File: src/rtl/lm_seq_pkg.sv
package lm_seq_pkg;
  localparam int unsigned ADDR_W = 64;
  localparam int unsigned DATA_W = 64;
  localparam int unsigned CBE_W  = 8;
  localparam int unsigned LEN_W  = 2;
  localparam logic [3:0]  CMD_DAC = 4'b1101;

  typedef enum logic [2:0] {
    ST_IDLE,
    ST_ADDR,
    ST_DAC_HI,
    ST_BE,
    ST_DATA,
    ST_DONE
  } seq_state_e;

  typedef struct packed {
    logic [ADDR_W-1:0] addr;
    logic [3:0]        cmd;
    logic              addr64;
    logic              wide;
    logic              var_be;
    logic [LEN_W-1:0]  last;
  } seq_req_t;
endpackage

File: src/rtl/lm_seq_fifo.sv
module lm_seq_fifo #(
  parameter int unsigned W     = 72,
  parameter int unsigned DEPTH = 4
) (
  input  logic         clk_i,
  input  logic         rst_ni,
  input  logic         push_i,
  input  logic [W-1:0] data_i,
  input  logic         pop_i,
  output logic [W-1:0] head_o,
  output logic         empty_o,
  output logic         full_o
);
  localparam int unsigned AW = (DEPTH > 1) ? $clog2(DEPTH) : 1;

  logic [W-1:0] mem_q [DEPTH];
  logic [AW:0]  wr_q, rd_q;
  logic         do_push, do_pop;

  assign empty_o = (wr_q == rd_q);
  assign full_o  = (wr_q[AW-1:0] == rd_q[AW-1:0]) && (wr_q[AW] != rd_q[AW]);
  assign do_push = push_i && !full_o;
  assign do_pop  = pop_i && !empty_o;
  assign head_o  = mem_q[rd_q[AW-1:0]];

  always_ff @(posedge clk_i or negedge rst_ni) begin
    if (!rst_ni) begin
      wr_q <= '0;
      rd_q <= '0;
      for (int i = 0; i < DEPTH; i++) mem_q[i] <= '0;
    end else begin
      if (do_push) begin
        mem_q[wr_q[AW-1:0]] <= data_i;
        wr_q <= wr_q + 1'b1;
      end
      if (do_pop) rd_q <= rd_q + 1'b1;
    end
  end

  p_no_pop_empty_r11: assert property (@(posedge clk_i) disable iff (!rst_ni)
    (empty_o && !push_i) |=> empty_o);
endmodule

File: src/rtl/lm_seq_ctrl.sv
module lm_seq_ctrl
  import lm_seq_pkg::*;
(
  input  logic             clk_i,
  input  logic             rst_ni,
  input  logic             start_i,
  input  seq_req_t         req_i,
  input  logic             adr_ack_ni,
  input  logic             hi_phase_i,
  input  logic             data_ack_ni,
  input  logic             fifo_empty_i,
  input  logic [CBE_W-1:0] head_be_i,
  output seq_state_e       state_o,
  output seq_req_t         req_o,
  output logic [CBE_W-1:0] first_be_o,
  output logic             pop_o,
  output logic             busy_o,
  output logic             done_o
);
  seq_state_e       state_q, state_d;
  seq_req_t         req_q;
  logic [LEN_W-1:0] cnt_q;
  logic [CBE_W-1:0] first_be_q;
  logic             last_word;

  assign pop_o     = (state_q == ST_DATA) && !data_ack_ni && !fifo_empty_i;
  assign last_word = (cnt_q == req_q.last);

  always_comb begin
    state_d = state_q;
    unique case (state_q)
      ST_IDLE:   if (start_i) state_d = ST_ADDR;
      ST_ADDR:   if (!adr_ack_ni) state_d = req_q.addr64 ? ST_DAC_HI : ST_BE;
      ST_DAC_HI: if (!hi_phase_i) state_d = ST_BE;
      ST_BE:     if (!fifo_empty_i) state_d = ST_DATA;
      ST_DATA:   if (pop_o && last_word) state_d = ST_DONE;
      ST_DONE:   state_d = ST_IDLE;
      default:   state_d = ST_IDLE;
    endcase
  end

  always_ff @(posedge clk_i or negedge rst_ni) begin
    if (!rst_ni) begin
      state_q    <= ST_IDLE;
      req_q      <= '0;
      cnt_q      <= '0;
      first_be_q <= '0;
    end else begin
      state_q <= state_d;
      if (state_q == ST_IDLE && start_i) begin
        req_q <= req_i;
        cnt_q <= '0;
      end
      if (state_q == ST_BE && !fifo_empty_i) first_be_q <= head_be_i;
      if (pop_o) cnt_q <= cnt_q + 1'b1;
    end
  end

  assign state_o    = state_q;
  assign req_o      = req_q;
  assign first_be_o = first_be_q;
  assign busy_o     = (state_q != ST_IDLE);
  assign done_o     = (state_q == ST_DONE);

  p_be_after_ack_r5: assert property (@(posedge clk_i) disable iff (!rst_ni)
    (state_q == ST_ADDR && !adr_ack_ni && !req_q.addr64) |=> (state_q == ST_BE));
  p_req_frozen_r10: assert property (@(posedge clk_i) disable iff (!rst_ni)
    (busy_o && !done_o) |=> $stable(req_q));
endmodule

File: src/rtl/lm_seq_mux.sv
module lm_seq_mux
  import lm_seq_pkg::*;
(
  input  seq_state_e        state_i,
  input  logic [ADDR_W-1:0] addr_i,
  input  logic [3:0]        cmd_i,
  input  logic              addr64_i,
  input  logic              wide_i,
  input  logic              var_be_i,
  input  logic              empty_i,
  input  logic [DATA_W-1:0] head_data_i,
  input  logic [CBE_W-1:0]  head_be_i,
  input  logic [CBE_W-1:0]  first_be_i,
  output logic [DATA_W-1:0] ad_o,
  output logic [CBE_W-1:0]  cbe_o
);
  localparam int unsigned DH = DATA_W / 2;
  localparam int unsigned BH = CBE_W / 2;

  logic [DATA_W-1:0] data_fit;
  logic [CBE_W-1:0]  be_sel, be_fit, head_be_fit;

  assign be_sel      = var_be_i ? head_be_i : first_be_i;
  assign data_fit    = wide_i ? head_data_i : {{DH{1'b0}}, head_data_i[DH-1:0]};
  assign be_fit      = wide_i ? be_sel : {{BH{1'b0}}, be_sel[BH-1:0]};
  assign head_be_fit = wide_i ? head_be_i : {{BH{1'b0}}, head_be_i[BH-1:0]};

  always_comb begin
    ad_o  = '0;
    cbe_o = '0;
    unique case (state_i)
      ST_ADDR, ST_DAC_HI: begin
        ad_o  = addr64_i ? addr_i : {{(ADDR_W-32){1'b0}}, addr_i[31:0]};
        cbe_o = addr64_i ? {cmd_i, CMD_DAC} : {4'b0000, cmd_i};
      end
      ST_BE:   if (!empty_i) cbe_o = head_be_fit;
      ST_DATA: if (!empty_i) begin
        ad_o  = data_fit;
        cbe_o = be_fit;
      end
      default: ;
    endcase
  end
endmodule

File: src/rtl/lm_req_seq.sv
module lm_req_seq
  import lm_seq_pkg::*;
#(
  parameter int unsigned FIFO_DEPTH = 4
) (
  input  logic              clk_i,
  input  logic              rst_ni,
  input  logic              start_i,
  input  logic [63:0]       req_addr_i,
  input  logic [3:0]        req_cmd_i,
  input  logic              req_addr64_i,
  input  logic              req_wide_i,
  input  logic              req_var_be_i,
  input  logic [LEN_W-1:0]  req_last_i,
  output logic              busy_o,
  input  logic              wr_push_i,
  input  logic [63:0]       wr_data_i,
  input  logic [7:0]        wr_be_i,
  output logic              wr_full_o,
  input  logic              adr_ack_ni,
  input  logic              addr_hi_phase_i,
  input  logic              data_ack_ni,
  output logic [63:0]       ad_o,
  output logic [7:0]        cbe_o,
  output logic              done_o
);
  localparam int unsigned QW = DATA_W + CBE_W;

  seq_state_e       state;
  seq_req_t         req_in, req_q;
  logic [QW-1:0]    head;
  logic             fifo_empty, pop;
  logic [CBE_W-1:0] first_be;

  assign req_in = '{addr: req_addr_i, cmd: req_cmd_i, addr64: req_addr64_i,
                    wide: req_wide_i, var_be: req_var_be_i, last: req_last_i};

  lm_seq_fifo #(.W(QW), .DEPTH(FIFO_DEPTH)) u_fifo (
    .clk_i   (clk_i),
    .rst_ni  (rst_ni),
    .push_i  (wr_push_i),
    .data_i  ({wr_data_i, wr_be_i}),
    .pop_i   (pop),
    .head_o  (head),
    .empty_o (fifo_empty),
    .full_o  (wr_full_o)
  );

  lm_seq_ctrl u_ctrl (
    .clk_i        (clk_i),
    .rst_ni       (rst_ni),
    .start_i      (start_i),
    .req_i        (req_in),
    .adr_ack_ni   (adr_ack_ni),
    .hi_phase_i   (addr_hi_phase_i),
    .data_ack_ni  (data_ack_ni),
    .fifo_empty_i (fifo_empty),
    .head_be_i    (head[CBE_W-1:0]),
    .state_o      (state),
    .req_o        (req_q),
    .first_be_o   (first_be),
    .pop_o        (pop),
    .busy_o       (busy_o),
    .done_o       (done_o)
  );

  lm_seq_mux u_mux (
    .state_i     (state),
    .addr_i      (req_q.addr),
    .cmd_i       (req_q.cmd),
    .addr64_i    (req_q.addr64),
    .wide_i      (req_q.wide),
    .var_be_i    (req_q.var_be),
    .empty_i     (fifo_empty),
    .head_data_i (head[QW-1:CBE_W]),
    .head_be_i   (head[CBE_W-1:0]),
    .first_be_i  (first_be),
    .ad_o        (ad_o),
    .cbe_o       (cbe_o)
  );

  p_addr_hold_r2: assert property (@(posedge clk_i) disable iff (!rst_ni)
    (state == ST_ADDR && adr_ack_ni) |=> ($stable(ad_o) && $stable(cbe_o)));
  p_dac_low_nibble_r4: assert property (@(posedge clk_i) disable iff (!rst_ni)
    ((state == ST_ADDR || state == ST_DAC_HI) && req_q.addr64) |-> (cbe_o[3:0] == CMD_DAC));
  p_data_hold_r6: assert property (@(posedge clk_i) disable iff (!rst_ni)
    (state == ST_DATA && data_ack_ni && !fifo_empty) |=> ($stable(ad_o) && $stable(cbe_o)));
  p_fixed_be_r7: assert property (@(posedge clk_i) disable iff (!rst_ni)
    (state == ST_DATA && $past(state) == ST_DATA && !req_q.var_be && !fifo_empty)
      |-> $stable(cbe_o));
  p_narrow_zero_r9: assert property (@(posedge clk_i) disable iff (!rst_ni)
    ((state == ST_DATA || state == ST_BE) && !req_q.wide)
      |-> (ad_o[63:32] == '0 && cbe_o[7:4] == '0));
  p_done_pulse_r10: assert property (@(posedge clk_i) disable iff (!rst_ni)
    done_o |=> (!done_o && !busy_o));
  p_reset_quiet_r1: assert property (@(posedge clk_i) disable iff (!rst_ni)
    !busy_o |-> (ad_o == '0 && cbe_o == '0 && !done_o));
endmodule

File: config.mk
export PLATFORM = sky130hd
export DESIGN_NAME = lm_req_seq
export DESIGN_NICKNAME = d
export VERILOG_FILES = /design/src/rtl/lm_seq_pkg.sv /design/src/rtl/lm_seq_fifo.sv /design/src/rtl/lm_seq_ctrl.sv /design/src/rtl/lm_seq_mux.sv /design/src/rtl/lm_req_seq.sv
export SDC_FILE = /design/constraint.sdc
export NUM_CORES = 1
export LEC_CHECK = 0
export BUFFER_PORTS_ARGS = -buffer_cell sky130_fd_sc_hd__buf_4
export CORE_UTILIZATION = 63
export DETAILED_ROUTE_END_ITERATION = 12
export PLACE_DENSITY_LB_ADDON = 0.12
export SLEW_MARGIN = 20
export SYNTH_ARGS = -nofsm -noshare
export SYNTH_HDL_FRONTEND = slang
export SYNTH_HIERARCHICAL = 1
export SYNTH_SLANG_ARGS = --single-unit
File: constraint.sdc
create_clock -name clk_i -period 5.3 [get_ports clk_i]
set_input_delay 0.265 -clock clk_i [delete_from_list [all_inputs] [get_ports clk_i]]
set_output_delay 0.265 -clock clk_i [all_outputs]
set_load 0.1 [all_outputs]
# Yosys cells after proc, flatten, opt, wreduce, memory -nomap -nowiden
# Index checks and enable logic that the tools add are counted.
# classes
n_addsub	3
order_cmp	3
eq_ne	14
mux	26
bitwise	2
n_reduce_logical	17
# op_table
cell	count
$bwmux W288	1
$mux W72	3
$mux W64	3
$bmux W72 S2	1
$demux W72 S2	1
$pmux W64 S2	1
$mux W8	6
$pmux W8 S3	1
$mux W3	5
$pmux W3 S5	1
$ne A2 B2 Y1 const B	5
$logic_and A1 B1 Y1	9
$add A3 B1 Y3 const B	2
$eq A3 B2 Y1 const B	2
$eq A3 B3 Y1 const B	2
$ge A3 B3 Y1 const B	2
$not A2 Y3	2
$reduce_and A5 Y1	1
$eq A2 B2 Y1	2
$mux W2	2
$eq A3 B1 Y1 const B	1
$eq A3 B3 Y1	1
$logic_not A1 Y1	3
$logic_not A3 Y1	1
7 further kinds	7
# word_totals
reg_bits	380
in_bits	152
wordCells	80

# Longest topological paths before layout
# depth
depth_word	8
mapped_depth	8

# Cells and area by module
# Netlist, hierarchy kept.
# by_module_without_submodules
module	instances	cells_per_inst	area_each_um2	seq_area_each_um2
lm_seq_fifo	1	737	13669.4	7357.1
lm_seq_ctrl	1	206	3360.7	2152.1
lm_seq_mux	1	114	950.9	0.0

# Worst setup path after synthesis
# Ideal clock, no wire load.
# synth_path
path_type	register to output
start	reg u_fifo.rd_q[2]
end	out ad_o[32]
arrival_ps	2754
required_time_ps	5035
slack_ps	2281
stages_incl_launch_ff	8
path_cell_list	dfrtp_1 xor2_4 nor2_1 or4b_1 buf_6 nor2_8 buf_6 a22o_1
# synth_via
elab_chain_len	3
# synth_rtl
element	line_no	text
start: declaration	lm_seq_fifo.sv:17	logic [AW:0] wr_q, rd_q;
start signal: assignment	lm_seq_fifo.sv:36	if (do_pop) rd_q <= rd_q + 1'b1;
$eq A3 B3 Y1	lm_seq_fifo.sv:20	assign empty_o = (wr_q == rd_q);
named net fifo_empty	lm_req_seq.sv:32	logic fifo_empty, pop;
$mux W64	lm_seq_mux.sv:37	ST_DATA: if (!empty_i) begin
$pmux W64 S2	lm_seq_mux.sv:31	unique case (state_i)
end: declaration	lm_req_seq.sv:23	output logic [63:0] ad_o,
# The timed path passes the listed nets, and every way through them passes these cells.

# Worst setup path after layout
# layout_path
start	reg u_fifo.rd_q[0]
end	out ad_o[63]
# Same word-level chain as after synthesis.

==> flow_summary.yaml <==
logic_synthesis:
  syn-cell-area_um2: 17980
  synth_top_flop_cell: "dfrtp_1"
  synthCells: 1057
  ys_warn_count: 6
  synth.distinct_cells: 45
  ys_seq_area_frac: 0.5288
  synth.avg_cell_area_um2: 17.01
  ys_ff_latch: 380
  async_flop_share: 1.000
  syn_nets: 1214
  synth_edf_count: 0
layout:
  drive_above_1_share: 0.5377
  area_growth_pct: 24.63
  nNetsFinal: 1564
sta:
  rsz0062_at_grt: "false"
  hold_viol: 0
  setup_tns_ns: 0
  worst_pin_slew_ns: 1.089
  whs_ns: 0.01583
  slew_violations: 0
  period_share: 0.7732
  slew_headroom: 0.2739
  setup_viol: 0
  final.setup_skew_ns: 0.01247
  finalCriticalPeriod_ns: 4.098
  timing.fmax_mhz: 244.0
drt:
  drc: 0
  wl_per_cell_um: 22.21
  first_pass_iters: 5
  viasPerCell: 5.883
  ant_nets: 0
  routed_wl_um: 40270
  num_vias: 10670
  drt_iter0_markers: 605
clock_network:
  clk_latency_ns: 0.52
  cts_hold_buffers: 129
  cts_resized: 0
  path_clk_slew_ns: 0.06
  cts-root-buf: "clkbuf_16"
  postCtsSetupBuffers: 0
  clock_tree.buffer_depth: 3
  cts_tree: "done"
  numCtsBuffers: 40
  htree_levels: 2
  cts_num_sinks: 380
global_route:
  gr-usage-all-layers: 0.2882
  antenna_found_initial: 1
  grt_max_degree: 133
  overflow: 0
  grt_first_pass_wirelength_um: 65250
  grt_pass1_vias: 11830
floorplanning:
  io_pins: 227
  rows: 61
  initial_core_util: 0.6437
  coreArea_um2: 27930
  die_y_um: 170.9
  dieArea_um2: 29220
  die_w_um: 170.9
critical_path:
  start_kind: "flip-flop"
  cp_slowest_cell: "dfrtp_4"
  cp_num_buf_inv: 1
  critical_path.endpoint_type: "primary output"
  cp_top_family: "simple AND/OR/NAND/NOR gates"
  worstSetupPathType: "reg2out"
  critPathMaxStageDelay_ns: 0.83
  path_max_fanout: 32
  cp.required_ns: 5.04
  crit_arrival_ns: 3.83
  cp_cell_sequence: "xnor2_2, nand2_1, nor2_1, or4b_1, nor2_8, a22o_1, buf_4"
run_status:
  run_status: "finished clean"
placement:
  numPortBuffers: 226
  gp_congestion: 0.8183
  dp_hpwl_um: 23080
worst_hold_path:
  holdCritPathClass: "in2reg"
flow_run:
  max-cap-violations: 0
==> placed cells by master (no fill, tap or decap), types with 2 or more instances in the layout <==
cell	count
dfrtp_1	378
clkbuf_8	16
a211o_1	2
nor2_1	9
inv_1	8
ha_1	5
a22o_1	64
clkbuf_1	6
o21ai_0	4
o31ai_1	2
nand3_1	5
nor3b_1	2
nor3_1	6
dlygate4sd3_1	130
a21o_1	2
xor2_1	3
buf_4	242
clkbuf_16	41
nor4b_1	4
a31oi_4	4
mux4_2	72
xnor2_1	4
a21oi_1	3
a221o_1	5
o311ai_0	2
nand2_1	8
dfrtp_4	2
a221o_2	2
nor4b_4	2
mux2_4	182
nand3b_1	2
clkinv_2	5
mux2_2	189
xnor2_2	3
mux2i_1	3
buf_12	2
==> routing by layer <==
layer	track usage	routed length, um
met4	0.08075	859
met2	0.4722	19790
met3	0.04904	1933
met5	0	0
met1	0.4005	17680
==> area by class of cell <==
class                           instances  area [um2]
Antenna cell                            1       2.502
Clock buffer                           63        1269
Clock inverter                          6       55.05
Fill cell                            1558        5525
Inverter                                8       30.03
Multi-Input combinational cell        602        7890
Sequential cell                       380        9517
Tap cell                              378       473.0
Timing Repair Buffer                  375        3173
==> path summary, 6_finish.rpt <==
path | cells past startpoint | end | slack [ns] | start
max | 7 | ad_o[63] | 1.20 | u_fifo/rd_q[0]
min | 2 | u_fifo/mem_q[267] | 0.02 | wr_data_i[43]
max reg2reg | 8 | u_fifo/rd_q[1] | 2.15 | u_fifo/rd_q[1]
min reg2reg | 1 | u_fifo/mem_q[155] | 0.51 | u_fifo/mem_q[155]
max in group asynchronous | 3 | u_fifo/mem_q[133] | 3.76 | rst_ni
min in group asynchronous | 2 | u_fifo/mem_q[266] | 0.32 | rst_ni
==> stage by stage <==
stage / area, um2 / cells / util / setup WS [ns]
finish: 22410 / 1813 / 0.8022 / 1.202
floorplan: 17980 / 1057 / - / 2.281
CTS: 22400 / 1811 / 0.8018 / 1.187
detailed placement: 19780 / 1613 / 0.7081 / 1.758
global placement: 19780 / 1613 / 0.7081 / 1.835
global route: 22410 / 1813 / 0.8022 / 0.9637
==> worst register-to-register path, delay by kind of cell, from the launching register on <==
kind                      cells  cell delay [ns]
DFF                           1             0.71
AOI/OAI and AO/OA             1             0.12
and+or+nand+nor               4             1.11
buffers and inverters         1             0.15
muxes                         1             0.37
xor gates and xnor gates      1             0.58
==> cell families after synthesis <==
group	share of synthesized area
AND/OR/NAND/NOR	0.01788
XOR/XNOR	0.007655
AO/OA/AOI/OAI	0.04697
flip-flops	0.5288
buffers and inverters	0.03298
multiplexers	0.3622
adder cells (fa/ha/maj)	0.003479
==> state kept, by name (all words and copies together) (netlist names) <==
signal             cells
u_ctrl/cnt_q           2
u_ctrl/first_be_o      8
u_fifo/wr_q            3
u_ctrl/state_o         3
u_fifo/mem_q         288
u_ctrl/req_o          73
u_fifo/rd_q            3
==> Yosys cell counts (4+ instances only) <==
cell type | instances | area, um2
a22o_1 | 64 | 560.5
mux2_4 | 182 | 2733
mux4_2 | 72 | 1622
clkbuf_1 | 10 | 37.54
a31oi_4 | 4 | 85.08
nand2_1 | 8 | 30.03
nor2_1 | 10 | 37.54
buf_6 | 39 | 439.2
nand3_1 | 5 | 25.02
inv_1 | 8 | 30.03
buf_2 | 15 | 75.07
dfrtp_1 | 380 | 9509
xnor2_1 | 4 | 35.03
a221o_1 | 5 | 50.05
o21ai_0 | 4 | 20.02
nor4b_1 | 4 | 35.03
ha_1 | 5 | 62.56
nor3_1 | 6 | 30.03
mux2_2 | 189 | 2128
Power is not shown: default switching activity piles up to over one toggle a cycle in this logic, so the estimate is an artifact.
